$ cat config.mk
export PLATFORM = sky130hd
export DESIGN_NAME = xfer_rect_top
export DESIGN_NICKNAME = d
export VERILOG_FILES = /design/src/rtl/xfer_rect_pkg.sv /design/src/rtl/xfer_rect_geom.sv /design/src/rtl/xfer_rect_walker.sv /design/src/rtl/xfer_rect_ctrl.sv /design/src/rtl/xfer_rect_top.sv
export SDC_FILE = /design/constraint.sdc
export NUM_CORES = 1
export LEC_CHECK = 0
export ABC_CLOCK_PERIOD_IN_PS = 6500
export BUFFER_PORTS_ARGS = -buffer_cell sky130_fd_sc_hd__buf_2
export CELL_PAD_IN_SITES_DETAIL_PLACEMENT = 1
export CELL_PAD_IN_SITES_GLOBAL_PLACEMENT = 2
export CORE_MARGIN = 10
export CORE_UTILIZATION = 34
export CTS_CLUSTER_SIZE = 30
export DETAILED_ROUTE_END_ITERATION = 10
export GPL_ROUTABILITY_DRIVEN = 1
export PLACE_DENSITY_LB_ADDON = 0.05
export SLEW_MARGIN = 15
export SYNTH_ARGS = -nofsm -noshare
export SYNTH_HDL_FRONTEND = slang
export SYNTH_HIERARCHICAL = 1
export SYNTH_SLANG_ARGS = --single-unit
$ cat constraint.sdc
create_clock -name clk -period 6.5 [get_ports clk]
set_clock_uncertainty 0.2 [all_clocks]
set_input_delay 1.3 -clock clk [delete_from_list [all_inputs] [get_ports clk]]
set_output_delay 1.3 -clock clk [all_outputs]
set_load 0.1 [all_outputs]
$ cat src/rtl/xfer_rect_pkg.sv
package xfer_rect_pkg;
  typedef enum logic [2:0] {
    ST_IDLE,
    ST_WWAIT,
    ST_WLO,
    ST_WHI,
    ST_RLO,
    ST_RHI,
    ST_RCAP,
    ST_ROUT
  } xfer_state_e;
endpackage

$ cat src/rtl/xfer_rect_geom.sv
module xfer_rect_geom #(
  parameter int HW = 32,
  parameter int XW = 10,
  parameter int YW = 9,
  localparam int WW = XW + 1,
  localparam int HH = YW + 1
) (
  input  logic [HW-1:0] pos_word,
  input  logic [HW-1:0] size_word,
  output logic [XW-1:0] x0,
  output logic [YW-1:0] y0,
  output logic [WW-1:0] w,
  output logic [HH-1:0] h
);
  logic [XW-1:0] w_m1;
  logic [YW-1:0] h_m1;
  logic unused_bits;

  assign x0   = pos_word[XW-1:0];
  assign y0   = pos_word[16 +: YW];
  assign w_m1 = size_word[XW-1:0] - XW'(1);
  assign h_m1 = size_word[16 +: YW] - YW'(1);
  assign w    = {1'b0, w_m1} + WW'(1);
  assign h    = {1'b0, h_m1} + HH'(1);

  assign unused_bits = ^{pos_word[HW-1:16+YW], pos_word[15:XW],
                         size_word[HW-1:16+YW], size_word[15:XW]};
endmodule

$ cat src/rtl/xfer_rect_walker.sv
module xfer_rect_walker #(
  parameter int XW = 10,
  parameter int YW = 9,
  localparam int WW = XW + 1,
  localparam int HH = YW + 1
) (
  input  logic          clk,
  input  logic          rst_n,
  input  logic          load,
  input  logic          step,
  input  logic [XW-1:0] x0_in,
  input  logic [YW-1:0] y0_in,
  input  logic [WW-1:0] w_in,
  input  logic [HH-1:0] h_in,
  output logic [XW-1:0] cur_x,
  output logic [YW-1:0] cur_y,
  output logic          last
);
  logic [XW-1:0] x0_q;
  logic [YW-1:0] y0_q;
  logic [WW-1:0] w_q;
  logic [HH-1:0] h_q;
  logic [WW-1:0] col;
  logic [HH-1:0] row;
  logic          row_end;

  assign row_end = (col == w_q - WW'(1));
  assign last    = row_end && (row == h_q - HH'(1));
  assign cur_x   = x0_q + col[XW-1:0];
  assign cur_y   = y0_q + row[YW-1:0];

  always_ff @(posedge clk) begin
    if (!rst_n) begin
      x0_q <= '0;
      y0_q <= '0;
      w_q  <= WW'(1);
      h_q  <= HH'(1);
      col  <= '0;
      row  <= '0;
    end else if (load) begin
      x0_q <= x0_in;
      y0_q <= y0_in;
      w_q  <= w_in;
      h_q  <= h_in;
      col  <= '0;
      row  <= '0;
    end else if (step) begin
      if (row_end) begin
        col <= '0;
        row <= row + HH'(1);
      end else begin
        col <= col + WW'(1);
      end
    end
  end
endmodule

$ cat src/rtl/xfer_rect_ctrl.sv
module xfer_rect_ctrl
  import xfer_rect_pkg::*;
#(
  parameter int PW = 16,
  localparam int HW = 2 * PW
) (
  input  logic          clk,
  input  logic          rst_n,
  input  logic          start,
  input  logic          start_read,
  input  logic          force_mask,
  input  logic          last,
  output logic          load,
  output logic          step,
  input  logic          wr_valid,
  output logic          wr_ready,
  input  logic [HW-1:0] wr_data,
  output logic          rd_valid,
  input  logic          rd_ready,
  output logic [HW-1:0] rd_data,
  output logic          px_en,
  output logic          px_we,
  output logic [PW-1:0] px_wdata,
  input  logic [PW-1:0] px_rdata,
  output logic          busy,
  output logic          img_ready,
  output logic          done,
  output logic          dirty
);
  xfer_state_e   st;
  logic [HW-1:0] wbuf;
  logic [PW-1:0] lo_q, hi_q;
  logic          fin_q, odd_q, mask_q, rd_act, done_q, dirty_q;
  logic [PW-1:0] sel_pix;

  assign busy      = (st != ST_IDLE);
  assign img_ready = rd_act;
  assign done      = done_q;
  assign dirty     = dirty_q;
  assign load      = (st == ST_IDLE) && start;
  assign px_we     = (st == ST_WLO) || (st == ST_WHI);
  assign px_en     = px_we || (st == ST_RLO) || (st == ST_RHI);
  assign step      = px_en;
  assign wr_ready  = (st == ST_WWAIT) || ((st == ST_WHI) && !last);
  assign rd_valid  = (st == ST_ROUT);
  assign rd_data   = {hi_q, lo_q};
  assign sel_pix   = (st == ST_WHI) ? wbuf[HW-1:PW] : wbuf[PW-1:0];
  assign px_wdata  = sel_pix | {mask_q, {(PW-1){1'b0}}};

  always_ff @(posedge clk) begin
    if (!rst_n) begin
      st      <= ST_IDLE;
      wbuf    <= '0;
      lo_q    <= '0;
      hi_q    <= '0;
      fin_q   <= 1'b0;
      odd_q   <= 1'b0;
      mask_q  <= 1'b0;
      rd_act  <= 1'b0;
      done_q  <= 1'b0;
      dirty_q <= 1'b0;
    end else begin
      done_q  <= 1'b0;
      dirty_q <= 1'b0;
      unique case (st)
        ST_IDLE: if (start) begin
          st     <= start_read ? ST_RLO : ST_WWAIT;
          mask_q <= force_mask && !start_read;
          rd_act <= start_read;
        end
        ST_WWAIT: if (wr_valid) begin
          wbuf <= wr_data;
          st   <= ST_WLO;
        end
        ST_WLO: begin
          if (last) begin
            st      <= ST_IDLE;
            done_q  <= 1'b1;
            dirty_q <= 1'b1;
          end else begin
            st <= ST_WHI;
          end
        end
        ST_WHI: begin
          if (last) begin
            st      <= ST_IDLE;
            done_q  <= 1'b1;
            dirty_q <= 1'b1;
          end else if (wr_valid) begin
            wbuf <= wr_data;
            st   <= ST_WLO;
          end else begin
            st <= ST_WWAIT;
          end
        end
        ST_RLO: begin
          fin_q <= last;
          odd_q <= last;
          st    <= last ? ST_RCAP : ST_RHI;
        end
        ST_RHI: begin
          lo_q  <= px_rdata;
          fin_q <= last;
          st    <= ST_RCAP;
        end
        ST_RCAP: begin
          if (odd_q) begin
            lo_q <= px_rdata;
            hi_q <= '0;
          end else begin
            hi_q <= px_rdata;
          end
          st <= ST_ROUT;
        end
        ST_ROUT: if (rd_ready) begin
          if (fin_q) begin
            st     <= ST_IDLE;
            rd_act <= 1'b0;
            done_q <= 1'b1;
          end else begin
            st <= ST_RLO;
          end
        end
        default: st <= ST_IDLE;
      endcase
    end
  end
endmodule

$ cat src/rtl/xfer_rect_top.sv
module xfer_rect_top #(
  parameter int PW = 16,
  parameter int XW = 10,
  parameter int YW = 9,
  localparam int HW = 2 * PW,
  localparam int WW = XW + 1,
  localparam int HH = YW + 1
) (
  input  logic          clk,
  input  logic          rst_n,
  input  logic          start,
  input  logic          start_read,
  input  logic          force_mask,
  input  logic [HW-1:0] pos_word,
  input  logic [HW-1:0] size_word,
  input  logic          wr_valid,
  output logic          wr_ready,
  input  logic [HW-1:0] wr_data,
  output logic          rd_valid,
  input  logic          rd_ready,
  output logic [HW-1:0] rd_data,
  output logic          px_en,
  output logic          px_we,
  output logic [XW-1:0] px_x,
  output logic [YW-1:0] px_y,
  output logic [PW-1:0] px_wdata,
  input  logic [PW-1:0] px_rdata,
  output logic          busy,
  output logic          img_ready,
  output logic          done,
  output logic          dirty
);
  logic [XW-1:0] g_x0;
  logic [YW-1:0] g_y0;
  logic [WW-1:0] g_w;
  logic [HH-1:0] g_h;
  logic          w_load, w_step, w_last;

  xfer_rect_geom #(.HW(HW), .XW(XW), .YW(YW)) u_geom (
    .pos_word (pos_word),
    .size_word(size_word),
    .x0       (g_x0),
    .y0       (g_y0),
    .w        (g_w),
    .h        (g_h)
  );

  xfer_rect_walker #(.XW(XW), .YW(YW)) u_walk (
    .clk  (clk),
    .rst_n(rst_n),
    .load (w_load),
    .step (w_step),
    .x0_in(g_x0),
    .y0_in(g_y0),
    .w_in (g_w),
    .h_in (g_h),
    .cur_x(px_x),
    .cur_y(px_y),
    .last (w_last)
  );

  xfer_rect_ctrl #(.PW(PW)) u_ctrl (
    .clk       (clk),
    .rst_n     (rst_n),
    .start     (start),
    .start_read(start_read),
    .force_mask(force_mask),
    .last      (w_last),
    .load      (w_load),
    .step      (w_step),
    .wr_valid  (wr_valid),
    .wr_ready  (wr_ready),
    .wr_data   (wr_data),
    .rd_valid  (rd_valid),
    .rd_ready  (rd_ready),
    .rd_data   (rd_data),
    .px_en     (px_en),
    .px_we     (px_we),
    .px_wdata  (px_wdata),
    .px_rdata  (px_rdata),
    .busy      (busy),
    .img_ready (img_ready),
    .done      (done),
    .dirty     (dirty)
  );
endmodule

Word-level counts from Yosys, hierarchy flattened. Cells that the tools add are included.

Output and inout port bits: 75. Register bits: 134.

Equal/unequal tests: 15. Reductions and logical operators: 25. Bitwise operators: 2. Multiplexer cells: 26. Add/sub/neg operators: 10.

Operator list (count): $mux 32 (2); $pmux 32 s2 (1); $mux 16 (3); $pmux 16 s2 (1); $pmux 3 s8 (1); $sub 10x1->10 const B (2); $mux 3 (6); $or 16x16->16 (1); $eq 3x3->1 const B (4); $add 10x1->11 const B (1); $add 11x1->11 const B (1); $eq 11x11->1 (1); $mux 11 (1); $sub 11x1->11 const B (1); $add 10x1->10 const B (1); $add 10x10->10 (1); $add 9x1->10 const B (1); $eq 10x10->1 (1); $reduce_and 2->1 (5); $add 9x9->9 (1); $sub 9x1->9 const B (1); $eq 3x2->1 const B (2); $mux 1 (6); $mux 2 (3); 14 further kinds (30).

Logic depth before layout (Yosys ltp).
Word-level depth: 6. Gate-level depth with buffers: 15. Depth with buffers taken out: 12.

Hierarchy. Netlist, hierarchy kept.

Modules (own cells, without submodules): xfer_rect_walker (cells an instance 423, times used 1, sequential area each 1221.2 um^2, area each 3768.6 um^2); xfer_rect_ctrl (cells an instance 353, times used 1, sequential area each 1461.4 um^2, area each 3066.7 um^2); xfer_rect_geom (cells an instance 139, times used 1, sequential area each 0.0 um^2, area each 1013.5 um^2).

Least setup slack after synthesis. Ideal clock, no wire load.

Path type: register -> output. Start: register u_walk.col[1]. End: output px_x[7]. Stages on the path, launching flop included: 8. Path slack: 1.655 ns. Arrival: 3.345 ns. Cells stage by stage: dfxtp_1 ha_1 a21o_1 a21oi_1 o21bai_1 a2111oi_0 nor2_1 xnor2_1.

Word-level cells in the longest chain between the ends: 1.

Ends and longest elaborated chain: start: declaration (line xfer_rect_walker.sv:23) `logic [WW-1:0] col;`; start signal: assignment (line xfer_rect_walker.sv:52) `col <= col + WW'(1);`; $add 10x10->10 (line xfer_rect_walker.sv:29) `assign cur_x = x0_q + col[XW-1:0];`; end: declaration (line xfer_rect_top.sv:24) `output logic [XW-1:0] px_x,`.

Every way passes these cells.

Final worst setup path.
Start: register u_walk.h_q[2]. End: output wr_ready.

Word-level cells in the longest chain between the ends: 6.

Ends and longest elaborated chain: start: declaration (line xfer_rect_walker.sv:22) `logic [HH-1:0] h_q;`; start signal: assignment (line xfer_rect_walker.sv:44) `h_q <= h_in;`; $sub 10x1->10 (line xfer_rect_walker.sv:28) `assign last = row_end && (row == h_q - HH'(1));`; $eq 10x10->1 (line xfer_rect_walker.sv:28); $logic_and 1x1->1 (line xfer_rect_walker.sv:28); net w_last (line xfer_rect_top.sv:37) `logic w_load, w_step, w_last;`; $logic_not 1->1 (line xfer_rect_ctrl.sv:44) `assign wr_ready = (st == ST_WWAIT) || ((st == ST_WHI) && !last);`; $logic_and 1x1->1 (line xfer_rect_ctrl.sv:44); $logic_or 1x1->1 (line xfer_rect_ctrl.sv:44); end: declaration (line xfer_rect_top.sv:17) `output logic wr_ready,`.

The timed path passes the listed nets, and every way through them passes these cells.

==> results.toml <==
[floorplan]
dieArea_um2 = 29600
io_pins = 194
placementRows = 55
coreArea_um2 = 22700
die_width_um = 172
die_h_um = 172
initial_utilization = 0.346

[synthesis]
avgSynthCellArea_um2 = 8.58
synth_cells = 915
synth_adder_area_share = 0.0510
synth_edf_count = 0
yosysTopAreaCell = "dfxtp_1"
yosys-top-cells-area = "dfxtp_1, mux2i_1, a21oi_1"
synth_mux_area_frac = 0.105
async_reset_ff_frac = 0
synth_top_flop_cell = "dfxtp_1"
synth_area_um2 = 7850
ys_seq_area_frac = 0.342
synth_warnings = 6
synth_xor_area_frac = 0.0882
synthSimpleGateAreaFrac = 0.226
synth_top_cell_area_share = 0.342
synth_top_family_by_area = "simple AND/OR/NAND/NOR gates"
ys_ff_latch = 134
synth_compound_area_frac = 0.121
syn-num-nets = 1064
synth_cell_types = 79

[layout]
layout_commonest_cell = "buf_2"
design_area_um2 = 9270
stdcell_count = 1332
multi_input_area_um2 = 4640
register_area_um2 = 2680
diodes = 0
nets = 1183
area_growth_pct = 18.1
fill_cells = 2767
final_cell_mix = "buf_2, dfxtp_1, nand2_1, nor2_1, a21oi_1"
drive_gt1_frac = 0.237

[setup_path]
setup.worst_path.class = "reg -> out"
worst-path-buf-inv = 1
crit_required_ns = 5.00
reg2reg_slack_ns = 2.71
r2r_start = "u_walk/h_q[2]"
crit_chain = "nor3_1, nand3_1, or3_1, or3b_1, nand3_1, o211ai_1, a2111oi_2, nand2_1, and3_1, buf_2"
arrival_ns = 3.71
crit_start = "u_walk/h_q[2]"
cp-end-kind = "primary output"
start_kind = "flip-flop"
crit_fanout = 8
critPathMaxStageDelay_ns = 0.81
crit_top_cell = "nand3_1"
path_delay_family = "simple AND/OR/NAND/NOR gates"
slowest_stage = "a2111oi_2"

[detailed_routing]
drc_errors = 0
routed_wl_um = 21400
antenna_left = 0
vias = 6470
drt_first_pass_iters = 4
wl_per_cell_um = 16.1
drt_iter0_markers = 253
via_per_inst = 4.86

[global_routing]
grt_pass1_vias = 6684
antenna_found_initial = 0
grt_max_degree = 59
grt_pass1_wl_um = 34600
overflow = 0
grt_use_total = 0.144

[placed_design]
numPortBuffers = 167
place_congestion = 0.773
dp_worst_setup_slack_ns = 1.69
dp_hpwl_um = 15800
dp.cells = 1299
place_area_um2 = 8640

[clock_network]
cts_tree = "built"
cts.path.max_buffers = 2
insertion_delay_ns = 0.42
postCtsResizedCells = 0
cts_hold_buf = 0
cts_root_buf = "clkbuf_16"
htreeDepth = 4
clock-sinks = 134
post_cts_buffers = 0
cts_made_buffers = 17
clkTransAtPathRegs_ns = 0.07

[power_and_ir_drop]
leakagePower_uw = 0.00409
combPwrFrac = 0.306
pwr-share-seq = 0.336
ir_drop_uv = 117
p_int_uw = 1770
switchingPower_uw = 1080
netSwitchingFraction = 0.381
clkPwrFrac = 0.358
power_density_nw_per_um2 = 308

[sta]
finalSetupViolations = 0
tightest_slew_ns = 0.912
period_needed_ns = 5.21
rsz0062_at_grt = "false"
relSlewSlack = 0.391
finalCritPeriodShare = 0.802
finalHoldViolCount = 0
fmax_mhz = 192
setup_ws_ns = 1.29
tns_ns = 0
drv_slew = 0

[hold_path]
hp-start = "u_ctrl/wbuf[8]"
hold_class = "reg -> reg"

[run_status]
outcome = "complete, no violations"

[run]
maxCapViolations = 0
layer usage:
layer	vias up	GRT usage	wire length, um
li1	3358	-	-
met1	2994	0.184	10500
met2	112	0.241	9940
met3	6	0.0331	856
met4	0	0.0337	136
met5	-	0	0
worst min-delay path, cell delays in order (launching register included):
cell and delay (ns):
dfxtp_1 0.31, nand2_1 0.05, a21oi_1 0.05
power by group through the flow:
stage,registers (uW),clock network [uW],logic [uW]
2_1_floorplan,994,0,711
3_3_place_gp,976,0,880
3_5_place_dp,978,0,884
4_1_cts,959,1050,886
5_1_grt,971,1100,949
6_report,958,1020,872
worst paths after layout:
check                     to  cells past startpoint
min           u_ctrl/wbuf[8]                      2
max reg2reg  u_ctrl/wbuf[22]                     12
min reg2reg   u_ctrl/wbuf[8]                      2
max                 wr_ready                     10
synthesized netlist by cell type, types with 9 or more instances:
cell type    n
nor2b_1     40
ha_1        28
clkbuf_1    26
nand2_1    100
xor2_1      38
nand2b_1     9
nand3_1     17
xnor2_1     41
nor2_1      89
mux2_2      16
mux2i_1     64
o21ai_0     16
dfxtp_1    134
buf_2       14
inv_1       21
a21oi_1     79
nor3_1      13
buf_4       23
nor3b_1     19
final cells by class:
cell class              instances  share of cell area
clock buffers                  18              0.0463
clock inverters                14              0.0201
inverters                      24             0.00972
multi-input cells             685               0.501
flip-flops and latches        134               0.289
well taps                     285              0.0385
repair buffers                172              0.0951
state kept, by name, summed over array words and instances (netlist names):
register,cells
u_ctrl/dirty,1
u_ctrl/done,1
u_ctrl/fin_q,1
u_ctrl/hi_q,16
u_ctrl/img_ready,1
u_ctrl/lo_q,16
u_ctrl/mask_q,1
u_ctrl/odd_q,1
u_ctrl/st,3
u_ctrl/wbuf,32
u_walk/col,11
u_walk/h_q,10
u_walk/row,10
u_walk/w_q,11
u_walk/x0_q,10
u_walk/y0_q,9
per-stage QoR:
step / total power [uW] / util / hold slack (ns)
2_1_floorplan: 1700 / - / 0.231
4_1_cts: 2900 / 0.407 / 0.256
3_3_place_gp: 1860 / 0.380 / 0.241
3_5_place_dp: 1860 / 0.380 / 0.247
5_1_grt: 3020 / 0.408 / 0.276
6_report: 2850 / 0.408 / 0.254
kinds of logic (layout without fill, tap and decap cells):
family | after synthesis | after routing
multiplexers | 80 | 80
AND/OR/NAND/NOR | 345 | 345
adder cells (fa/ha/maj) | 31 | 31
AO/OA/AOI/OAI | 150 | 150
flip-flops | 134 | 134
XOR/XNOR | 79 | 79
buffers and inverters | 96 | 228
(Power assumes the default switching activity.)
